`config.mk`:
```
export PLATFORM = sky130hd
export DESIGN_NAME = lux_window_alarm
export DESIGN_NICKNAME = d
export VERILOG_FILES = /design/src/rtl/lux_alarm_pkg.sv /design/src/rtl/window_compare.sv /design/src/rtl/persist_counter.sv /design/src/rtl/alarm_latch.sv /design/src/rtl/lux_window_alarm.sv
export SDC_FILE = /design/constraint.sdc
export NUM_CORES = 1
export LEC_CHECK = 0
export BUFFER_PORTS_ARGS = -buffer_cell sky130_fd_sc_hd__buf_2
export CORE_MARGIN = 10
export CORE_UTILIZATION = 42
export CTS_CLUSTER_DIAMETER = 100
export CTS_CLUSTER_SIZE = 16
export DETAILED_ROUTE_END_ITERATION = 8
export PLACE_DENSITY_LB_ADDON = 0.05
export SYNTH_ARGS = -nofsm -noshare
export SYNTH_HDL_FRONTEND = slang
export SYNTH_SLANG_ARGS = --single-unit
```
`constraint.sdc`:
```
create_clock -name clk -period 1.8 [get_ports clk]
set_clock_uncertainty 0.05 [all_clocks]
set_input_delay 0.09 -clock clk [delete_from_list [all_inputs] [get_ports clk]]
set_output_delay 0.09 -clock clk [all_outputs]
set_load 0.05 [all_outputs]
```
`src/rtl/lux_alarm_pkg.sv`:
```
`timescale 1ns/1ps
package lux_alarm_pkg;
  localparam int SEL_W    = 2;
  localparam int PERS_MAX = 16;
  localparam int CNT_W    = $clog2(PERS_MAX + 1);

  typedef logic [CNT_W-1:0] run_t;

  // Run length required for a persistence select: 1, 4, 8, 16.
  function automatic run_t pers_need(input logic [SEL_W-1:0] sel);
    if (sel == '0) return run_t'(1);
    return run_t'(2 << sel);
  endfunction

  // Saturating increment of the run count.
  function automatic run_t run_step(input run_t c);
    if (c >= run_t'(PERS_MAX)) return c;
    return c + run_t'(1);
  endfunction
endpackage

```
`src/rtl/window_compare.sv`:
```
`timescale 1ns/1ps
module window_compare #(
  parameter int THR_W = 8
) (
  input  logic [THR_W-1:0] level,
  input  logic [THR_W-1:0] thr_hi,
  input  logic [THR_W-1:0] thr_lo,
  output logic             above,
  output logic             below,
  output logic             outside
);
  always_comb begin
    above   = level > thr_hi;
    below   = level < thr_lo;
    outside = above | below;
  end
endmodule

```
`src/rtl/persist_counter.sv`:
```
`timescale 1ns/1ps
module persist_counter
  import lux_alarm_pkg::*;
(
  input  logic             clk,
  input  logic             rst_n,
  input  logic             step,
  input  logic             outside,
  input  logic             clr,
  input  logic [SEL_W-1:0] sel,
  output run_t             run_cnt,
  output logic             trip
);
  run_t cnt_q;
  run_t cnt_inc;

  always_comb begin
    cnt_inc = run_step(cnt_q);
    trip    = step & outside & (cnt_inc >= pers_need(sel));
  end

  always_ff @(posedge clk) begin
    if (!rst_n)      cnt_q <= '0;
    else if (clr)    cnt_q <= '0;
    else if (step)   cnt_q <= outside ? cnt_inc : '0;
  end

  assign run_cnt = cnt_q;
endmodule

```
`src/rtl/alarm_latch.sv`:
```
`timescale 1ns/1ps
module alarm_latch (
  input  logic clk,
  input  logic rst_n,
  input  logic set,
  input  logic clr,
  output logic active
);
  always_ff @(posedge clk) begin
    if (!rst_n)   active <= 1'b0;
    else if (set) active <= 1'b1;
    else if (clr) active <= 1'b0;
  end
endmodule

```
`src/rtl/lux_window_alarm.sv`:
```
`timescale 1ns/1ps
module lux_window_alarm
  import lux_alarm_pkg::*;
#(
  parameter int RES_W = 16,
  parameter int THR_W = 8
) (
  input  logic             clk,
  input  logic             rst_n,
  input  logic             res_valid,
  input  logic [RES_W-1:0] res_data,
  input  logic [THR_W-1:0] thr_hi,
  input  logic [THR_W-1:0] thr_lo,
  input  logic [SEL_W-1:0] pers_sel,
  input  logic             int_clr,
  output logic             int_oe,
  output logic             int_n
);
  localparam int LOW_W = RES_W - THR_W;

  logic [THR_W-1:0] level_w;
  logic             above_w, below_w, outside_w;
  logic             trip_w;
  run_t             run_cnt_w;
  logic             alarm_w;
  logic             unused_low_bits;

  assign level_w         = res_data[RES_W-1 -: THR_W];
  assign unused_low_bits = ^res_data[LOW_W-1:0];

  window_compare #(.THR_W(THR_W)) u_cmp (
    .level   (level_w),
    .thr_hi  (thr_hi),
    .thr_lo  (thr_lo),
    .above   (above_w),
    .below   (below_w),
    .outside (outside_w)
  );

  persist_counter u_run (
    .clk     (clk),
    .rst_n   (rst_n),
    .step    (res_valid),
    .outside (outside_w),
    .clr     (int_clr),
    .sel     (pers_sel),
    .run_cnt (run_cnt_w),
    .trip    (trip_w)
  );

  alarm_latch u_latch (
    .clk    (clk),
    .rst_n  (rst_n),
    .set    (trip_w),
    .clr    (int_clr),
    .active (alarm_w)
  );

  // Open-drain pin: pull-down enabled while alarmed, released (pulled up) otherwise.
  assign int_oe = alarm_w;
  assign int_n  = ~alarm_w;
endmodule

```
==> impl_summary.log <==
[metrics] fraction of layout instances using a drive strength above 1: 39.19%
[metrics] Slew Limit Fails: 0
[metrics] count of unique library cells instantiated by Yosys: 34
[metrics] normalized max-slew margin: 70.68%
[metrics] drt total wl: about 2.1 mm
[metrics] largest fanout on the critical path: 2
[metrics] post-route ant nets: 0
[metrics] layout-stage area growth over the synthesis result: 36.22%
[metrics] number of antenna violations at the first check in global routing: 0
[metrics] cell chain of the critical path: xor2_2 -> ha_1 -> or4b_4 -> a21oi_2 -> o21a_2 -> o31ai_2
[metrics] count of port buffers added during placement: 31
[metrics] Internal Pwr Total: 0.2933 mW
[metrics] number of iterations in the first detailed-routing pass: 4
[metrics] drt initial violations: 14
[metrics] synthesized cell area: 867.1 µm²
[metrics] maximum buffer depth of the clock tree: 2
[metrics] count of inserted antenna diode cells: 0
[metrics] time the worst path needs with I/O delays and setup: 1769 ps
[metrics] final hold viol count: 0
[metrics] average wire length per cell after detail routing: 12.03 µm
[metrics] Chip Width: about 65 µm
[metrics] Floorplan Core Area: 1962 µm²
[metrics] switch share: 34.33%
[metrics] worst reg2reg startpoint: u_run.run_cnt[4]
[metrics] clk sinks: 6
[metrics] Fillers: 199
[metrics] final worst-path setup slack: just over 30 ps
[metrics] clock network power share: 30.7%
[metrics] largest cells by area after synthesis: sky130_fd_sc_hd__ha_1, sky130_fd_sc_hd__dfxtp_1, sky130_fd_sc_hd__inv_1
[metrics] largest stage delay on the critical path: approximately 480 ps
[metrics] Slowest cell on crit path: sky130_fd_sc_hd__or4b_4
[metrics] startpoint of the worst hold path: rst_n
[metrics] smallest hold slack: 66.02 ps
[metrics] overall die area: 4282 µm²
[metrics] number of global-route vias before repair: 839
[metrics] post-place setup slack: -82.02 ps
[metrics] most instantiated library cell after synthesis: sky130_fd_sc_hd__ha_1
[metrics] average cell area after synthesis: between 7 and 8 µm²
[metrics] final setup violating endpoints: 0
[metrics] worst path required time: about 1900 ps
[metrics] Leak: approximately 0.6 nW
[metrics] Clock H-tree levels: 1
[metrics] Worst setup startpoint: u_run.run_cnt[4]
[metrics] GRT Total Usage: roughly 9.8%
[metrics] type of element capturing the critical path: register
[metrics] largest vdd supply drop: 234.6 µV
[metrics] clk_lat worst skew: about 250 ps
[metrics] half-perimeter wire length after placement: 1.760 mm
[metrics] first-pass GRT wire length: 3.443 mm
[metrics] TritonCTS buffer count: 3
[metrics] combinational group share of total power: about two fifths
[metrics] TritonCTS clock tree: yes
[metrics] number of nets in the layout: 209
[metrics] pin count of the biggest net entering global routing: 12
[metrics] Post-synth top cells: sky130_fd_sc_hd__ha_1, sky130_fd_sc_hd__inv_1, sky130_fd_sc_hd__a21oi_1
[metrics] RePlAce Congestion: 0.7744
[metrics] Tightest Pin Transition: 439.7 ps
[metrics] average vias per placed instance: 4.909
[metrics] DRC Markers: 0
[metrics] cell accounting for the most synthesized area: sky130_fd_sc_hd__ha_1
[metrics] Synth Register Bits: 6
[metrics] flip-flop and latch area: between 100 and 150 µm²
[metrics] Switching Power: approximately 0.15 mW
[metrics] number of placement rows: 16
[metrics] post-route clock period utilization: 98.28%
[metrics] kind of start point of the critical path: register
[metrics] syn nets: around 170
[metrics] Synthesis Warnings: 0
[metrics] Setup Crit Path Kind: register to register
[metrics] maximum clock frequency: approximately 570 MHz
[metrics] total global routing overflow: 0
[metrics] boundary pin count: 40
[metrics] outcome: complete, no violations
[metrics] Post-synth EDFFs: 0
[metrics] ys flop type: sky130_fd_sc_hd__dfxtp_1
[metrics] number of vias in the routed layout: 859
[metrics] total power divided by cell area: 378.1 nW/µm²
[metrics] proportion of netlist area held by the largest area contributor: a little under a third
[metrics] RSZ-0062 raised after global routing: yes
[metrics] critical path data arrival time: 1860 ps
[metrics] async set or reset register ratio after synthesis: 0%
[metrics] path class of the lowest-slack min-delay path: input pin to register
[metrics] Multi-input gate area: 719.4 µm²
[metrics] vertical extent of the die: between 60 and 70 µm
[metrics] sequential area share after synthesis: 13.85%
[metrics] starting density of the core: 44.20%
[metrics] number of standard cells in the layout, taps in and fillers out: 175
[metrics] Worst-path clk slew: 50 ps
[metrics] fraction of power consumed by sequential logic: slightly above 30%
[metrics] number of cells after detailed placement: about 170
[metrics] synthesized instance count: 110
[metrics] clk root buf: sky130_fd_sc_hd__clkbuf_4
[metrics] total of max-cap violations: 0
-- power groups by stage --
stage          clock network (mW)  registers (mW)  logic (mW)
2_1_floorplan                   0           0.147      0.0955
3_3_place_gp                    0           0.142       0.158
3_5_place_dp                    0           0.143       0.160
4_1_cts                     0.139           0.138       0.170
5_1_grt                     0.145           0.139       0.196
6_report                    0.137           0.138       0.171
-- critical path: cells and delay by family, from the launching register on --
kind | cells | cell delay (ps)
AO/OA/AOI/OAI | 3 | 330
adder cells (fa/ha/maj) | 1 | 270
flip-flops | 1 | 340
XOR/XNOR | 1 | 170
AND/OR/NAND/NOR | 1 | 480
-- kinds of logic after synthesis --
logic type	share of synthesized area (%)
DFF	13.85
buffers and inverters	9.523
adders and majority gates	30.30
xor gates and xnor gates	3.031
AOI/OAI and AO/OA	20.20
and+or+nand+nor	23.09
-- flip-flops by register name, summed over array words and instances, names as in the netlist --
name            count
u_latch.active      1
u_run.run_cnt       5
-- timing repair --
action | in CTS | in global routing
setup endpoints to repair | 1 | 1
pin swaps | 6 | 6
resized for setup | 8 | 7
cloned | 0 | 0
buffers inserted | 2 | 1
hold buffers | 0 | 0
-- worst paths after layout --
path                            depth (start not counted)              to  slack, ps
worst max register to register                          6  u_latch.active         30
worst min register to register                          2  u_latch.active        470
worst max-delay path                                    6  u_latch.active         30
worst min-delay path                                    3  u_latch.active         70
-- cell type report --
cell class,instances,area share (%)
Clock buffer,3,1.907
Timing Repair Buffer,37,17.90
Inverter,18,5.720
Sequential cell,6,10.70
Multi-Input combinational cell,84,60.91
Tap cell,27,2.860
-- cells in the final DEF, fill, tap and decap left out, types with 2 or more instances in the layout --
cell type and n:
sky130_fd_sc_hd__a21oi_1 11, sky130_fd_sc_hd__buf_2 31, sky130_fd_sc_hd__buf_4 3, sky130_fd_sc_hd__buf_6 3
sky130_fd_sc_hd__clkbuf_4 3, sky130_fd_sc_hd__dfxtp_1 3, sky130_fd_sc_hd__dfxtp_2 2, sky130_fd_sc_hd__ha_1 19
sky130_fd_sc_hd__ha_4 2, sky130_fd_sc_hd__inv_1 17, sky130_fd_sc_hd__nand2_1 5, sky130_fd_sc_hd__nand2b_1 8
sky130_fd_sc_hd__nand4_1 2, sky130_fd_sc_hd__nor2_1 5, sky130_fd_sc_hd__nor3_1 2, sky130_fd_sc_hd__nor3b_1 2
sky130_fd_sc_hd__o21ai_0 3, sky130_fd_sc_hd__o32ai_1 2
-- metal layers --
metal	global-route usage, %	part of all wire (%)	vias up
met2	15.12	43	22
met1	12.02	49	370
met3	4.407	7.9	0
met5	0	0	-
li1	-	-	467
met4	2.406	0	0
-- through the flow --
step,instance area [µm²],setup TNS (ps),power (mW),utilization [%]
2_1_floorplan,868.3,0,0.2428,-
3_3_place_gp,1065,-26.19,0.2998,54.27
3_5_place_dp,1065,-82.02,0.3026,54.27
4_1_cts,1134,0,0.4470,57.78
5_1_grt,1181,-23.16,0.4793,60.20
6_report,1181,0,0.4466,60.20
(Power assumes the default switching activity.)
